===== config.mk =====
export PLATFORM = sky130hd
export DESIGN_NAME = ser_tx_top
export DESIGN_NICKNAME = d
export VERILOG_FILES = /design/src/rtl/ser_tx_pkg.sv /design/src/rtl/ser_tx_sync.sv /design/src/rtl/ser_tx_fifo.sv /design/src/rtl/ser_tx_bittimer.sv /design/src/rtl/ser_tx_framer.sv /design/src/rtl/ser_tx_top.sv
export SDC_FILE = /design/constraint.sdc
export NUM_CORES = 1
export LEC_CHECK = 0
export CORE_MARGIN = 2
export CORE_UTILIZATION = 45
export DETAILED_ROUTE_END_ITERATION = 10
export PLACE_DENSITY_LB_ADDON = 0.15
export SETUP_SLACK_MARGIN = 0.1
export SLEW_MARGIN = 5
export SYNTH_ARGS = -nofsm -noshare
export SYNTH_HDL_FRONTEND = slang
export SYNTH_SLANG_ARGS = --single-unit

===== constraint.sdc =====
create_clock -name clk -period 3.7 [get_ports clk]
set_input_delay 0.555 -clock clk [delete_from_list [all_inputs] [get_ports clk]]
set_output_delay 0.555 -clock clk [all_outputs]
set_load 0.02 [all_outputs]

===== src/rtl/ser_tx_pkg.sv =====
package ser_tx_pkg;

    typedef enum logic [2:0] {
        FR_IDLE  = 3'd0,
        FR_START = 3'd1,
        FR_DATA  = 3'd2,
        FR_PAR   = 3'd3,
        FR_STOP  = 3'd4,
        FR_HOLD  = 3'd5
    } fr_state_e;

endpackage


===== src/rtl/ser_tx_sync.sv =====
module ser_tx_sync #(
    parameter int unsigned STAGES  = 2,
    parameter logic        RST_VAL = 1'b1
) (
    input  logic clk,
    input  logic rst_n,
    input  logic d_i,
    output logic q_o
);

    logic [STAGES-1:0] chain_q;
    logic [STAGES-1:0] chain_d;

    generate
        if (STAGES == 1) begin : g_single
            assign chain_d = d_i;
        end else begin : g_multi
            assign chain_d = {chain_q[STAGES-2:0], d_i};
        end
    endgenerate

    always_ff @(posedge clk or negedge rst_n) begin
        if (!rst_n) chain_q <= {STAGES{RST_VAL}};
        else        chain_q <= chain_d;
    end

    assign q_o = chain_q[STAGES-1];

endmodule


===== src/rtl/ser_tx_fifo.sv =====
module ser_tx_fifo #(
    parameter int unsigned DATA_W = 8,
    parameter int unsigned DEPTH  = 16
) (
    input  logic                       clk,
    input  logic                       rst_n,
    input  logic                       wr_en_i,
    input  logic [DATA_W-1:0]          wr_data_i,
    input  logic                       rd_en_i,
    output logic [DATA_W-1:0]          rd_data_o,
    output logic [$clog2(DEPTH+1)-1:0] cnt_o,
    output logic                       empty_o,
    output logic                       full_o,
    output logic                       ovf_o
);

    localparam int unsigned PTR_W = (DEPTH > 1) ? $clog2(DEPTH) : 1;
    localparam int unsigned CNT_W = $clog2(DEPTH+1);

    typedef struct packed {
        logic [PTR_W-1:0] wptr;
        logic [PTR_W-1:0] rptr;
        logic [CNT_W-1:0] cnt;
        logic             ovf;
    } fifo_st_t;

    fifo_st_t q, d;
    logic [DATA_W-1:0] mem [DEPTH];
    logic do_wr, do_rd;

    always_comb begin
        d     = q;
        do_wr = wr_en_i && (q.cnt != CNT_W'(DEPTH));
        do_rd = rd_en_i && (q.cnt != '0);
        if (wr_en_i && !do_wr) d.ovf = 1'b1;
        if (do_wr) d.wptr = (q.wptr == PTR_W'(DEPTH-1)) ? '0 : q.wptr + 1'b1;
        if (do_rd) d.rptr = (q.rptr == PTR_W'(DEPTH-1)) ? '0 : q.rptr + 1'b1;
        case ({do_wr, do_rd})
            2'b10:   d.cnt = q.cnt + 1'b1;
            2'b01:   d.cnt = q.cnt - 1'b1;
            default: d.cnt = q.cnt;
        endcase
    end

    always_ff @(posedge clk or negedge rst_n) begin
        if (!rst_n) q <= '0;
        else        q <= d;
    end

    always_ff @(posedge clk) begin
        if (do_wr) mem[q.wptr] <= wr_data_i;
    end

    assign rd_data_o = mem[q.rptr];
    assign cnt_o     = q.cnt;
    assign empty_o   = (q.cnt == '0);
    assign full_o    = (q.cnt == CNT_W'(DEPTH));
    assign ovf_o     = q.ovf;

endmodule


===== src/rtl/ser_tx_bittimer.sv =====
module ser_tx_bittimer #(
    parameter int unsigned OS_FULL = 16,
    parameter int unsigned OS_HALF = 8
) (
    input  logic clk,
    input  logic rst_n,
    input  logic tick_i,
    input  logic half_i,
    input  logic clr_i,
    output logic bit_end_o
);

    localparam int unsigned TW = $clog2(OS_FULL);

    logic [TW-1:0] cnt_q, cnt_d;
    logic [TW-1:0] lim;
    logic          at_lim;

    always_comb begin
        lim       = half_i ? TW'(OS_HALF-1) : TW'(OS_FULL-1);
        at_lim    = (cnt_q >= lim);
        bit_end_o = tick_i && !clr_i && at_lim;
        cnt_d     = cnt_q;
        if (clr_i)       cnt_d = '0;
        else if (tick_i) cnt_d = at_lim ? '0 : cnt_q + 1'b1;
    end

    always_ff @(posedge clk or negedge rst_n) begin
        if (!rst_n) cnt_q <= '0;
        else        cnt_q <= cnt_d;
    end

endmodule


===== src/rtl/ser_tx_framer.sv =====
module ser_tx_framer
    import ser_tx_pkg::*;
#(
    parameter int unsigned DATA_W = 8
) (
    input  logic              clk,
    input  logic              rst_n,
    input  logic              cfg_len7_i,
    input  logic              cfg_par_en_i,
    input  logic              cfg_par_odd_i,
    input  logic              cfg_stop2_i,
    input  logic              q_empty_i,
    input  logic [DATA_W-1:0] q_data_i,
    input  logic              send_ok_i,
    input  logic              brk_i,
    input  logic              bit_end_i,
    output logic              pop_o,
    output logic              tclr_o,
    output logic              line_o,
    output logic              busy_o
);

    localparam int unsigned IDX_W = $clog2(DATA_W);

    typedef struct packed {
        fr_state_e         st;
        logic [DATA_W-1:0] sh;
        logic [IDX_W-1:0]  idx;
        logic              par;
        logic              stop2nd;
    } fr_t;

    fr_t q, d;
    logic             can_go;
    logic [IDX_W-1:0] last_idx;

    always_comb begin
        d        = q;
        pop_o    = 1'b0;
        tclr_o   = 1'b0;
        can_go   = !q_empty_i && send_ok_i && !brk_i;
        last_idx = cfg_len7_i ? IDX_W'(DATA_W-2) : IDX_W'(DATA_W-1);
        case (q.st)
            FR_IDLE: begin
                tclr_o = 1'b1;
                if (brk_i) begin
                    d.st = FR_HOLD;
                end else if (can_go) begin
                    d.st  = FR_START;
                    d.sh  = q_data_i;
                    d.par = cfg_par_odd_i;
                    d.idx = '0;
                    pop_o = 1'b1;
                end
            end
            FR_START: begin
                if (bit_end_i) begin
                    d.st  = FR_DATA;
                    d.idx = '0;
                end
            end
            FR_DATA: begin
                if (bit_end_i) begin
                    d.par = q.par ^ q.sh[0];
                    d.sh  = q.sh >> 1;
                    if (q.idx == last_idx) begin
                        d.st      = cfg_par_en_i ? FR_PAR : FR_STOP;
                        d.stop2nd = 1'b0;
                    end else begin
                        d.idx = q.idx + 1'b1;
                    end
                end
            end
            FR_PAR: begin
                if (bit_end_i) begin
                    d.st      = FR_STOP;
                    d.stop2nd = 1'b0;
                end
            end
            FR_STOP: begin
                if (bit_end_i) begin
                    if (cfg_stop2_i && !q.stop2nd) begin
                        d.stop2nd = 1'b1;
                    end else if (brk_i) begin
                        d.st = FR_HOLD;
                    end else if (can_go) begin
                        d.st  = FR_START;
                        d.sh  = q_data_i;
                        d.par = cfg_par_odd_i;
                        d.idx = '0;
                        pop_o = 1'b1;
                    end else begin
                        d.st = FR_IDLE;
                    end
                end
            end
            FR_HOLD: begin
                if (brk_i)          tclr_o = 1'b1;
                else if (bit_end_i) d.st   = FR_IDLE;
            end
            default: d.st = FR_IDLE;
        endcase
    end

    always_ff @(posedge clk or negedge rst_n) begin
        if (!rst_n) q <= '0;
        else        q <= d;
    end

    always_comb begin
        case (q.st)
            FR_START: line_o = 1'b0;
            FR_DATA:  line_o = q.sh[0];
            FR_PAR:   line_o = q.par;
            default:  line_o = 1'b1;
        endcase
        busy_o = (q.st == FR_START) || (q.st == FR_DATA) ||
                 (q.st == FR_PAR)   || (q.st == FR_STOP);
    end

endmodule


===== src/rtl/ser_tx_top.sv =====
module ser_tx_top #(
    parameter int unsigned DATA_W      = 8,
    parameter int unsigned DEPTH       = 16,
    parameter int unsigned OS_FULL     = 16,
    parameter int unsigned OS_HALF     = 8,
    parameter int unsigned SYNC_STAGES = 2
) (
    input  logic                       clk,
    input  logic                       rst_n,
    input  logic                       tick_i,
    input  logic                       cfg_len7_i,
    input  logic                       cfg_par_en_i,
    input  logic                       cfg_par_odd_i,
    input  logic                       cfg_stop2_i,
    input  logic                       cfg_os8_i,
    input  logic                       cfg_cts_en_i,
    input  logic                       cts_n_i,
    input  logic                       brk_i,
    input  logic                       wr_en_i,
    input  logic [DATA_W-1:0]          wr_data_i,
    output logic                       txd_o,
    output logic [$clog2(DEPTH+1)-1:0] fill_o,
    output logic                       full_o,
    output logic                       empty_irq_o,
    output logic                       wr_ovf_o
);

    localparam int unsigned CNT_W = $clog2(DEPTH+1);

    logic              cts_n_s;
    logic              send_ok;
    logic              q_empty;
    logic [DATA_W-1:0] q_data;
    logic [CNT_W-1:0]  q_cnt;
    logic              frm_pop, frm_tclr, frm_line, frm_busy;
    logic              bit_end;
    logic              txd_q, txd_d;

    ser_tx_sync #(.STAGES(SYNC_STAGES), .RST_VAL(1'b1)) u_cts_sync (
        .clk   (clk),
        .rst_n (rst_n),
        .d_i   (cts_n_i),
        .q_o   (cts_n_s)
    );

    assign send_ok = !cfg_cts_en_i || !cts_n_s;

    ser_tx_fifo #(.DATA_W(DATA_W), .DEPTH(DEPTH)) u_fifo (
        .clk       (clk),
        .rst_n     (rst_n),
        .wr_en_i   (wr_en_i),
        .wr_data_i (wr_data_i),
        .rd_en_i   (frm_pop),
        .rd_data_o (q_data),
        .cnt_o     (q_cnt),
        .empty_o   (q_empty),
        .full_o    (full_o),
        .ovf_o     (wr_ovf_o)
    );

    ser_tx_bittimer #(.OS_FULL(OS_FULL), .OS_HALF(OS_HALF)) u_timer (
        .clk       (clk),
        .rst_n     (rst_n),
        .tick_i    (tick_i),
        .half_i    (cfg_os8_i),
        .clr_i     (frm_tclr),
        .bit_end_o (bit_end)
    );

    ser_tx_framer #(.DATA_W(DATA_W)) u_framer (
        .clk           (clk),
        .rst_n         (rst_n),
        .cfg_len7_i    (cfg_len7_i),
        .cfg_par_en_i  (cfg_par_en_i),
        .cfg_par_odd_i (cfg_par_odd_i),
        .cfg_stop2_i   (cfg_stop2_i),
        .q_empty_i     (q_empty),
        .q_data_i      (q_data),
        .send_ok_i     (send_ok),
        .brk_i         (brk_i),
        .bit_end_i     (bit_end),
        .pop_o         (frm_pop),
        .tclr_o        (frm_tclr),
        .line_o        (frm_line),
        .busy_o        (frm_busy)
    );

    always_comb begin
        txd_d = brk_i ? 1'b0 : frm_line;
    end

    always_ff @(posedge clk or negedge rst_n) begin
        if (!rst_n) txd_q <= 1'b1;
        else        txd_q <= txd_d;
    end

    assign txd_o       = txd_q;
    assign fill_o      = q_cnt;
    assign empty_irq_o = q_empty;

endmodule


### Word level (Yosys, flattened, before mapping)

Memory sizes are Yosys's and may differ from the RTL's.
Index checks and enable logic that the tools add are counted.

* register bits: 37
* bits in latches: 0
* bits in writable memories: 128
* bits in read-only memories: 0
* input bits: 20
* output and inout bits: 9
* memories kept: 1

* add/subtract/negate cells: 6
* $mul: 0
* divide/modulo/power cells: 0
* magnitude comparators: 1
* eq/ne operators: 27
* shift-type cells: 0
* mux-type cells: 44
* bitwise logic cells: 1
* reductions and logical operators: 28

Memories
* u_fifo.mem: depth 16, width 8, rd ports 1, clocked after memory_dff 0, wr ports 1, line ser_tx_fifo.sv:28 `logic [DATA_W-1:0] mem [DEPTH];`

Operator list (number)
* $mux W12: 3
* $mux W16: 2
* $mux W15: 2
* $mux W3: 9
* $mux W4: 6
* $pmux W8 S3: 1
* $ne A2 B2 Y1 const B: 10
* $pmux W3 S6: 1
* $mux W1: 13
* $add A4 B1 Y4 const B: 3
* $pmux W3 S4: 1
* $pmux W5 S2: 1
* $reduce_and A10 Y1: 1
* $pmux W1 S3: 3
* $reduce_and A9 Y1: 1
* $eq A4 B4 Y1 const B: 2
* $logic_and A1 B1 Y1: 8
* $ne A2 B1 Y1 const B: 4
* $reduce_and A8 Y1: 1
* $logic_not A1 Y1: 7
* $eq A3 B2 Y1 const B: 2
* $eq A3 B3 Y1 const B: 2
* $reduce_and A6 Y1: 1
* $reduce_bool A3 Y1: 2
* other kinds (19): 21

### Longest topological paths before layout

Gate-level depths: netlist (run 1).

* depth in word-level cells: 12
* mapped depth: 13
* gate-level depth less buffers: 12

### By module

From an unflattened synthesis (run 1), not the netlist that was laid out.

* cell total of the unflattened synthesis: 448
* area total of the unflattened synthesis: 7184.4 um^2

Modules (own cells, without submodules)
* ser_tx_fifo: times used 1, cells each 318, area each 5835.6 um^2
* ser_tx_framer: times used 1, cells each 102, area each 1022.2 um^2
* ser_tx_bittimer: times used 1, cells each 23, area each 230.2 um^2
* ser_tx_sync: times used 1, cells each 2, area each 52.6 um^2
* ser_tx_top: times used 1, cells each 3, area each 43.8 um^2

### Worst setup path after synthesis (run 1)

No wires, ideal clock.

* path kind: input to register
* start: input port cfg_os8_i
* end: register u_fifo.q, in the netlist u_fifo.cnt_o[4]
* data arrival time: 2.808 ns
* slack: 0.813 ns
* stages: 12
* buffers on the path: 0
* cells stage by stage: ha_1 > a31o_2 > nand3_1 > a21oi_2 > ha_1 > inv_1 > fa_1 > nor2b_1 > o21ai_0 > and3_1 > nor3_1 > xor2_1

* word-level cells in the longest chain between the ends: 8
* elaborated cells between the ends (all ways): 10
* classes of those cells: 1 x order compare; 2 x eq/ne; 4 x mux; 3 x reduce/logical

Ends and longest elaborated chain
* from (decl): line ser_tx_top.sv:15 `input logic cfg_os8_i,`
* $mux W4 *: line ser_tx_bittimer.sv:20 `lim = half_i ? TW'(OS_HALF-1) : TW'(OS_FULL-1);`
* $ge A4 B4 Y1 *: line ser_tx_bittimer.sv:21 `at_lim = (cnt_q >= lim);`
* $logic_and A1 B1 Y1 *: line ser_tx_bittimer.sv:22 `bit_end_o = tick_i && !clr_i && at_lim;`
* $mux W1 *: line ser_tx_framer.sv:81 `if (bit_end_i) begin`
* $pmux W1 S2 *: line ser_tx_framer.sv:43 `case (q.st)`
* $logic_and A1 B1 Y1 *: line ser_tx_fifo.sv:34 `do_rd = rd_en_i && (q.cnt != '0);`
* net u_fifo.do_rd: line ser_tx_fifo.sv:29 `logic do_wr, do_rd;`
* $eq A2 B1 Y1 / $eq A2 B2 Y1 (equally long branches): line ser_tx_fifo.sv:38 `case ({do_wr, do_rd})`
* $pmux W5 S2 / $reduce_bool A2 Y1 (equally long branches)
* to (signal assigned): line ser_tx_fifo.sv:46 `if (!rst_n) q <= '0;`
* to (signal assigned): line ser_tx_fifo.sv:47 `else q <= d;`
* to (decl): line ser_tx_fifo.sv:27 `fifo_st_t q, d;`

Mark *: on every way through the listed nets, which the timed path passes. The rest lies on a longest branch.
A chain may end at the register's enable or synchronous reset.

### Final worst setup path (run 1)

Same ends and word-level chain as after synthesis.

==> results of run 1 <==
-- metal layers --
metal / up-vias / share of wire [%]
li1: 2014 / -
met1: 2140 / 45
met2: 80 / 51
met3: 10 / 3.6
met4: 0 / 1.0
met5: - / 0
-- final cells by class --
cell class              count  area share [%]
flip-flops and latches    165            57.3
well taps                 216            3.24
clock inverters            13            1.88
inverters                  12           0.540
clock buffers              19            5.19
multi-input cells         304            27.3
repair buffers             42            4.56
-- flip-flops by register name, summed over array words and instances (netlist names) --
register / cells
txd_o: 1
u_fifo.ovf_o: 1
u_fifo.cnt_o: 5
u_fifo.q: 8
u_framer.q: 16
u_cts_sync.chain_q: 2
u_timer.cnt_q: 4
u_fifo.mem: 128
-- cells by family (layout without fill, tap and decap cells) --
logic type,count (synthesis),count (layout),share of synthesized area [%]
buffers and inverters,44,86,3.11
AO/OA/AOI/OAI,101,101,10.6
multiplexers,63,63,9.58
flip-flops,165,165,65.6
adder cells (fa/ha/maj),13,13,2.34
XOR/XNOR,7,7,0.843
AND/OR/NAND/NOR,120,120,7.91
-- power breakdown --
part | switching, W | internal (W)
clock network | 0.000706 | 0.00106
registers | 0.000370 | 0.00229
logic | 0.000924 | 0.000759
-- how the worst max path moves through the flow --
stage | end | cells past startpoint | from | slack (ns)
2_1_floorplan | u_fifo.cnt_o[4]$_DFFE_PN0P_ | 12 | cfg_os8_i | 0.81
3_3_place_gp | u_fifo.cnt_o[4]$_DFFE_PN0P_ | 13 | cfg_os8_i | 0.33
3_5_place_dp | u_fifo.cnt_o[4]$_DFFE_PN0P_ | 13 | cfg_os8_i | 0.25
4_1_cts | u_fifo.cnt_o[4]$_DFFE_PN0P_ | 13 | cfg_os8_i | 0.68
5_1_grt | u_fifo.cnt_o[4]$_DFFE_PN0P_ | 13 | cfg_os8_i | 0.48
6_report | u_fifo.cnt_o[4]$_DFFE_PN0P_ | 13 | cfg_os8_i | 0.67
-- cell usage after synthesis, drive strengths merged, types with 7 or more instances --
master / instances / area, um^2
a21oi: 16 / 91.3
a22oi: 29 / 231
a31oi: 11 / 113
a32oi: 7 / 61.3
buf: 21 / 139
clkbuf: 11 / 42.5
dfrtp: 34 / 851
edfxtp: 128 / 3840
ha: 12 / 150
inv: 12 / 45.0
mux2i: 55 / 551
nand2: 34 / 128
nand2b: 7 / 43.8
nand3: 15 / 75.1
nor2: 39 / 149
o21ai: 14 / 70.1
-- per-stage QoR --
stage | total power, W | setup slack, ns | hold slack (ns) | instance area [um^2] | utilization, %
3_5_place_dp | 0.00439 | 0.245 | 0.350 | 7750 | 49.0
2_1_floorplan | 0.00388 | 0.813 | 0.259 | 7280 | -
3_3_place_gp | 0.00433 | 0.331 | 0.352 | 7750 | 49.0
4_1_cts | 0.00615 | 0.681 | 0.285 | 8340 | 52.7
5_1_grt | 0.00643 | 0.482 | 0.320 | 8340 | 52.7
6_report | 0.00611 | 0.671 | 0.259 | 8340 | 52.7
-- worst register-to-register path: stages, from the launching register on --
cell and delay, ns:
dfrtp_1 0.39, ha_1 0.33, a31o_2 0.25, nand3_1 0.14
a21oi_2 0.21, ha_1 0.24, inv_1 0.09, fa_1 0.41
nor2b_1 0.11, o21ai_0 0.10, and3_1 0.19, nor3_1 0.17
xor2_1 0.15
==> summary.txt, run 1 <==
CORE AREA - 15,800 um^2
Post-synth ARST share - 22.4%
Final Hold Violating Endpoints - 0
I/O Pins - 29
gpl congestion - 0.835
Net Count, Synth - 546
Buf/Inv on CP - 2
Diodes inserted - 0
Setup TNS - 0 ns
cell family with most CP delay - adder cells
global-route wire length before repair - 24,200 um
Mapped Cells - 513
RR Endpoint - u_fifo.cnt_o[4]$_DFFE_PN0P_
initial core utilization - 46.0%
GR met3 Demand/Resource - 3.82%
# fillers - 1,316
Die Y - 131 um
area of the multi-input gates - 2280 um^2
Vias - 4,244
Seq. cell area - 4780 um^2
post-CTS sizing - 0
non-filler cells, final - 771
critical path class - in2reg
Worst-Skew Late Latency - 0.42 ns
Slew HR - 40.4%
EDFF count, synth - 128
Pre-antenna DRT Iters - 4
Inserted Clock Buffers - 17
post-synthesis sequential area ratio - 65.6%
min Tclk post-route - 3.03 ns
Most common cell on crit path - ha_1
Reg2Reg Setup Slack - 0.83 ns
crit path DAT - 3.37 ns
Pleak - 3.02 nW
die area - 17,200 um^2
flops & latches, synth - 165
# DRC - 0
GRT Util Overall - 18.5%
Critical Path Source Type - input pin
most common cell after layout, fill and taps aside - edfxtp_1
worst r2r src - u_timer.cnt_q[3]$_DFFE_PN0P_
Final period util - 81.9%
FMAX - 330 MHz
total wire length - 15,100 um
Wirelength per Cell - 19.5 um
YS warnings - 0
clock buffer depth - 2
Hold Buf Count CTS - 0
fin. max-slew vios - 0
maxcap violations - 0
grt ovf - 0
Clk pin slew, worst setup/hold paths - 0.06 ns
Die Width - 131 um
CTS Sinks - 165
Crit path largest cell delay - 0.41 ns
CP required - 4.04 ns
H-Tree Depth - 4
Netlist cell types - 63
reg2reg path depth - 12
crit path cell chain - clkdlybuf4s50_1 -> ha_1 -> a31o_2 -> nand3_1 -> a21oi_2 -> ha_1 -> inv_1 -> fa_1 -> nor2b_1 -> o21ai_0 -> and3_1 -> nor3_1 -> xor2_1
outcome - finished, final reports clean
most frequent cells in the layout - 128 x edfxtp_1, 55 x mux2i_1, 38 x nor2_1
nets - 575
CP Capture Type - register
met1 usage - 24.0%
Main synth FF type - edfxtp_1
Pwr per Cell Area - 733 nW/um^2
syn avg cell area - 14.2 um^2
VDD IR max - 372 uV
Vias per Instance - 5.50
Post-CTS Setup Inserts - 0
crit path max fanout - 6
fraction of layout cells with a size suffix above 1 - 13.7%
vias in the first global route - 4,281
Final ANT Viol Nets - 0
RSZ-0062 raised after global routing - false
CP max-delay cell - clkdlybuf4s50_1
Hold WC Path Type - in2async
cell area after synthesis - 7280 um^2
# rows - 46
dpl hpwl - 9760 um
largest net degree at the start of global routing - 43
Final Setup Violations - 0
number of buffers added on ports - 28
antenna violations before repair - 0
placed insts - 739
met2 usage - 31.7%
post-route clock skew - 0.0132 ns
CTS tree - built
area grow syn2layout - 14.6%
GR peak layer - met2
DR iter-0 viols - 227
Root Buffer - clkbuf_16
Worst Tran Pin Value - 0.894 ns
(Power assumes the default switching activity.)
==> run 2, diff against run 1 <==
Clock period 3.7 ns to 2.65 ns, I/O delays scaled along.
==> run 2 against run 1 <==
Effect of this change:
- flip-flop and latch count is the same
- combinational power increased by 59%
- highest routed layer unchanged
- clock power increased by 28%
- design area is 4.3% higher
- register-to-register slack got worse by 0.69 ns
- core utilization up 2.2 points
==> summary.txt, run 2 (same netlist as run 1, synthesis figures left out) <==
outcome - finished, final reports clean
Buf/Inv on CP - 0 (-2)
Critical Path Source Type - register
GRT Util Overall - 17.8% (-0.70 points)
Most common cell on crit path - ha_4
H-Tree Depth - 4 (unchanged)
number of buffers added on ports - 28 (unchanged)
grt ovf - 0 (unchanged)
Vias per Instance - 5.45 (-1.1%)
maxcap violations - 0 (unchanged)
Clk pin slew, worst setup/hold paths - 0.06 ns (about the same)
# fillers - 1,311 (-0.38%)
Worst Tran Pin Value - 0.926 ns (+0.0314 ns)
VDD IR max - 526 uV (+42%)
Crit path largest cell delay - 0.57 ns (+0.16 ns)
Vias - 4,378 (+3.2%)
FMAX - 399 MHz
die area - 17,200 um^2 (unchanged)
total wire length - 14,700 um (-2.4%)
Pwr per Cell Area - 986 nW/um^2 (+35%)
Worst Setup EP - u_fifo.cnt_o[4]$_DFFE_PN0P_
area grow syn2layout - 19.5%
Final Hold Violating Endpoints - 0 (unchanged)
Inserted Clock Buffers - 17 (unchanged)
crit path cell chain - or4_4 -> o211ai_1 -> a21oi_4 -> ha_4 -> ha_4 -> nor2b_4 -> o21ai_2 -> and3_1 -> nor3_2 -> xor2_1
wire length on met3 - 581 um (+6.6%)
Clock power frac - 26.4% (-2.5 points)
gpl congestion - 0.846 (+1.3%)
cell family with most CP delay - simple AND/OR/NAND/NOR gates
# rows - 46 (unchanged)
Reg2Reg Setup Slack - 0.14 ns (-0.69 ns)
Final period util - 94.6%
CORE AREA - 15,800 um^2 (unchanged)
crit path max fanout - 3 (-3)
Worst-Skew Late Latency - 0.42 ns (about the same)
Top reg by flops - u_fifo.mem
RR Endpoint - u_fifo.cnt_o[4]$_DFFE_PN0P_
Largest register FFs - 128 (unchanged)
Switching Fraction - 33.0% (+0.27 points)
I/O Pins - 29 (unchanged)
Final ANT Viol Nets - 0 (unchanged)
Hold WC Path Type - in2async
min Tclk post-route - 2.51 ns
clock buffer depth - 2 (unchanged)
fraction of layout cells with a size suffix above 1 - 20.7% (+7.1 points)
crit path DAT - 2.85 ns (-0.52 ns)
Final Setup Violations - 0 (unchanged)
post-layout util - 54.9% (+2.2 points)
Diodes inserted - 0 (unchanged)
nets - 608 (+5.7%)
CTS Sinks - 165 (unchanged)
Largest regs - u_fifo.mem x128, u_framer.q x16, u_fifo.q x8
initial core utilization - 46.0% (unchanged)
Critical Path Stages - 10 (-3)
post-route clock skew - 0.00896 ns (-0.00420 ns)
CP Capture Type - register
vias in the first global route - 4,424 (+3.3%)
critical path class - reg2reg
CP max-delay cell - or4_4
Root Buffer - clkbuf_16
Metal-1 WL - 6900 um (+2.2%)
Die Width - 131 um (unchanged)
Area after DPL - 8010 um^2 (+3.3%)
most frequent cells in the layout - 128 x edfxtp_1, 55 x mux2i_1, 44 x buf_4
top routing layer in use - met4
Wirelength per Cell - 18.3 um (-6.4%)
dpl hpwl - 9890 um (+1.4%)
fin. max-slew vios - 0 (unchanged)
Pint - 0.00574 W (+40%)
CTS tree - built
global-route wire length before repair - 23,600 um (-2.3%)
antenna violations before repair - 0 (unchanged)
Hold Buf Count CTS - 0 (unchanged)
met2 wire len - 7120 um (-6.4%)
Setup TNS - 0 ns (unchanged)
Pre-antenna DRT Iters - 5 (+1)
Logic pwr share - 31.1% (+3.5 points)
RSZ-0062 raised after global routing - true
Seq pwr share - 42.5% (-1.0 points)
final instance area - 8690 um^2 (+4.3%)
Die Y - 131 um (unchanged)
overall power - 0.00857 W (+40%)
DR iter-0 viols - 341 (+50%)
# DRC - 0 (unchanged)
largest net degree at the start of global routing - 40 (-7.0%)
Pleak - 3.19 nW (+5.6%)
switching power - 0.00283 W (+42%)
Critical Path Start - u_fifo.cnt_o[0]$_DFFE_PN0P_
most common cell after layout, fill and taps aside - edfxtp_1
CP required - 2.99 ns (-1.05 ns)
reg2reg path depth - 10 (-2)
worst r2r src - u_fifo.cnt_o[0]$_DFFE_PN0P_
Slew HR - 38.3% (-2.1 points)
## run 2: cell types whose count changed in the layout (fill, tap and decap cells not counted), moves of 2 or more
cell / change
clkdlybuf4s50_1: -2
inv_1: -2
buf_12: +2
clkinv_4: +2
clkbuf_1: +2
ha_1: -6
bufinv_16: -2
clkinv_2: -2
o21ai_0: -2
inv_2: +2
ha_4: +5
buf_4: +30
## run 2: what timing repair did
action,CTS,global route
endpoints found under the setup margin,2,3
pin swaps,14,5
setup buffers,5,1
resized for setup,17,3
## run 2: layout make-up
type	instances	area, um^2	area share (%)
inverter	12	45.0	0.518
sequential	165	4780	54.9
tap	216	270	3.11
clock inverter	11	104	1.19
multi-input combinational	304	2400	27.6
timing repair buffer	75	658	7.57
clock buffer	21	440	5.07
## run 2: worst min-delay path by stage
stage	endpoint	slack [ns]	cells past startpoint
6_report	u_fifo.ovf_o$_DFFE_PN0P_	0.12	1
5_1_grt	u_fifo.ovf_o$_DFFE_PN0P_	0.18	1
4_1_cts	u_fifo.ovf_o$_DFFE_PN0P_	0.13	1
3_5_place_dp	u_cts_sync.chain_q[1]$_DFF_PN1_	0.35	0
3_3_place_gp	u_cts_sync.chain_q[1]$_DFF_PN1_	0.35	0
2_1_floorplan	u_fifo.cnt_o[0]$_DFFE_PN0P_	0.10	0
## run 2: power groups by stage
stage | Combinational [W] | Sequential [W] | Clock, W
6_report | 0.00267 | 0.00364 | 0.00226
5_1_grt | 0.00293 | 0.00370 | 0.00241
2_1_floorplan | 0.00200 | 0.00342 | 0
3_5_place_dp | 0.00257 | 0.00369 | 0
4_1_cts | 0.00267 | 0.00364 | 0.00230
3_3_place_gp | 0.00252 | 0.00368 | 0
## run 2: layer usage
| metal | vias up | global-route usage (%) |
|---|---|---|
| met1 | 2199 | 24.4 |
| met3 | 8 | 3.82 |
| met5 | - | 0 |
| met2 | 88 | 28.6 |
| met4 | 0 | 5.43 |
| li1 | 2083 | - |
## run 2: per-stage QoR
| step | instances | setup WS (ns) | hold WS (ns) |
|---|---|---|---|
| floorplan | 513 | 0.104 | 0.102 |
| CTS | 803 | 0.126 | 0.130 |
| global placement | 766 | -0.302 | 0.347 |
| finish | 804 | 0.143 | 0.116 |
| detailed placement | 766 | -0.381 | 0.350 |
| global route | 804 | 0.0728 | 0.182 |
==> run 3, diff against run 2 <==
Settings changed: CTS_BUF_LIST set to sky130_fd_sc_hd__clkbuf_8 sky130_fd_sc_hd__clkbuf_16.
==> run 3 against run 2 <==
Effect of this change:
- worst hold slack got worse by 0.012 ns
- via count decreased by 0.55%
- non-clock buffer count unchanged
- critical path depth unchanged
==> summary.txt, run 3 (same netlist as run 1, synthesis figures left out) <==
outcome - finished, final reports clean
fin. max-slew vios - 0 (unchanged)
Vias per Instance - 5.42 (-0.55%)
fraction of layout cells with a size suffix above 1 - 20.7% (unchanged)
# DRC - 0 (unchanged)
Vias - 4,354 (-0.55%)
Pleak - 3.21 nW (+0.52%)
largest net degree at the start of global routing - 40 (unchanged)
crit path max fanout - 3 (unchanged)
Top reg by flops - u_fifo.mem
GRT Util Overall - 17.8% (unchanged)
overall power - 0.00856 W (-0.22%)
most frequent cells in the layout - 128 x edfxtp_1, 55 x mux2i_1, 44 x buf_4
Hold WC Path Type - in2async
die area - 17,200 um^2 (unchanged)
# rows - 46 (unchanged)
Largest register FFs - 128 (unchanged)
Final Setup Violations - 0 (unchanged)
grt ovf - 0 (unchanged)
dpl hpwl - 9890 um (unchanged)
area grow syn2layout - 19.5% (unchanged)
number of buffers added on ports - 28 (unchanged)
crit path cell chain - or4_4 -> o211ai_1 -> a21oi_4 -> ha_4 -> ha_4 -> nor2b_4 -> o21ai_2 -> and3_1 -> nor3_2 -> xor2_1
most common cell after layout, fill and taps aside - edfxtp_1
post-route clock skew - 0.00963 ns (+0.000670 ns)
RSZ-0062 raised after global routing - true
CP required - 2.99 ns (about the same)
Pre-antenna DRT Iters - 5 (unchanged)
reg2reg path depth - 10 (unchanged)
Inserted Clock Buffers - 17 (unchanged)
WHS - 0.104 ns (-0.0124 ns)
VDD IR max - 522 uV (-0.83%)
CTS tree - built
Reg2Reg Setup Slack - 0.14 ns (about the same)
CP Capture Type - register
nets - 608 (unchanged)
CTS Sinks - 165 (unchanged)
FMAX - 399 MHz (about the same)
critical path class - reg2reg
Diodes inserted - 0 (unchanged)
Die Y - 131 um (unchanged)
maxcap violations - 0 (unchanged)
total wire length - 14,700 um (about the same)
clock buffer depth - 2 (unchanged)
Largest regs - u_fifo.mem x128, u_framer.q x16, u_fifo.q x8
initial core utilization - 46.0% (unchanged)
CORE AREA - 15,800 um^2 (unchanged)
antenna violations before repair - 0 (unchanged)
worst r2r src - u_fifo.cnt_o[0]$_DFFE_PN0P_
Most common cell on crit path - ha_4
Final period util - 94.7% (about the same)
Final Hold Violating Endpoints - 0 (unchanged)
RR Endpoint - u_fifo.cnt_o[4]$_DFFE_PN0P_
Root Buffer - clkbuf_16
gpl congestion - 0.846 (unchanged)
Worst-Skew Late Latency - 0.42 ns (about the same)
H-Tree Depth - 4 (unchanged)
Wirelength per Cell - 18.3 um (about the same)
I/O Pins - 29 (unchanged)
global-route wire length before repair - 23,600 um (unchanged)
CP max-delay cell - or4_4
Die Width - 131 um (unchanged)
vias in the first global route - 4,424 (unchanged)
Worst Tran Pin Value - 0.894 ns (-0.0316 ns)
Pwr per Cell Area - 984 nW/um^2 (-0.22%)
Critical Path Source Type - register
min Tclk post-route - 2.51 ns (+0.00136 ns)
Clk pin slew, worst setup/hold paths - 0.06 ns (about the same)
crit path DAT - 2.85 ns (about the same)
Slew HR - 40.4% (+2.1 points)
Crit path largest cell delay - 0.57 ns (about the same)
Final ANT Viol Nets - 0 (unchanged)
DR iter-0 viols - 344 (+0.88%)
Setup TNS - 0 ns (unchanged)
[run 3: cell types whose count changed in the layout (fill, tap and decap cells not counted)]
cell      previous run  this run
clkbuf_1             4         0
inv_1               10        14
[run 3: per-stage QoR]
stage | cells | setup WS [ns] | cell area, um^2 | util [%]
4_1_cts | 803 | 0.126 | 8680 | 54.8
5_1_grt | 804 | 0.0728 | 8690 | 54.9
2_1_floorplan | 513 | 0.104 | 7310 | -
3_5_place_dp | 766 | -0.381 | 8010 | 50.6
3_3_place_gp | 766 | -0.302 | 8010 | 50.6
6_report | 804 | 0.141 | 8690 | 54.9
[run 3: worst max-delay path by stage]
stage | startpoint | end | slack (ns) | cells past startpoint
global placement | cfg_os8_i | u_fifo.cnt_o[4]$_DFFE_PN0P_ | -0.30 | 13
detailed placement | cfg_os8_i | u_fifo.cnt_o[4]$_DFFE_PN0P_ | -0.38 | 13
finish | u_fifo.cnt_o[0]$_DFFE_PN0P_ | u_fifo.cnt_o[4]$_DFFE_PN0P_ | 0.14 | 10
global route | u_fifo.cnt_o[0]$_DFFE_PN0P_ | u_fifo.cnt_o[3]$_DFFE_PN0P_ | 0.07 | 10
floorplan | u_timer.cnt_q[3]$_DFFE_PN0P_ | u_fifo.cnt_o[4]$_DFFE_PN0P_ | 0.10 | 12
CTS | u_timer.cnt_q[3]$_DFFE_PN0P_ | u_fifo.cnt_o[4]$_DFFE_PN0P_ | 0.13 | 12
[run 3: layer usage]
| metal | up-vias | wire, um | global-route usage (%) | part of all wire [%] |
|---|---|---|---|---|
| met3 | 12 | 447 | 3.82 | 3.0 |
| met4 | 0 | 106 | 5.43 | 0.72 |
| met1 | 2186 | 6930 | 24.4 | 47 |
| li1 | 2085 | - | - | - |
| met2 | 71 | 7200 | 28.6 | 49 |
| met5 | - | 0 | 0 | 0 |
[run 3: worst max-delay path: cells and delay by family, from the launching register on]
family | cells | cell delay (ns)
AOI/OAI and AO/OA | 3 | 0.41
and+or+nand+nor | 4 | 1.01
DFF | 1 | 0.41
xor gates and xnor gates | 1 | 0.15
adders and majority gates | 2 | 0.46
[run 3: layout make-up]
cell class	count	area (um^2)
Fill cell	1311	7130
Tap cell	216	270
Clock inverter	15	119
Inverter	12	45.0
Multi-Input combinational cell	304	2400
Sequential cell	165	4780
Timing Repair Buffer	75	658
Clock buffer	17	425
[run 3: timing repair]
item,in CTS,in global routing
pin swaps,14,5
hold buffers,0,0
gates resized for setup,17,3
endpoints found under the setup margin,2,3
setup buffers,5,1
[run 3: report_power, final]
part           total [W]  internal (W)  leakage (nW)  switching, W
Clock            0.00225       0.00128         0.278      0.000969
Combinational    0.00267       0.00125          1.32       0.00142
Sequential       0.00364       0.00320          1.61      0.000442
Total            0.00856       0.00573          3.21       0.00283
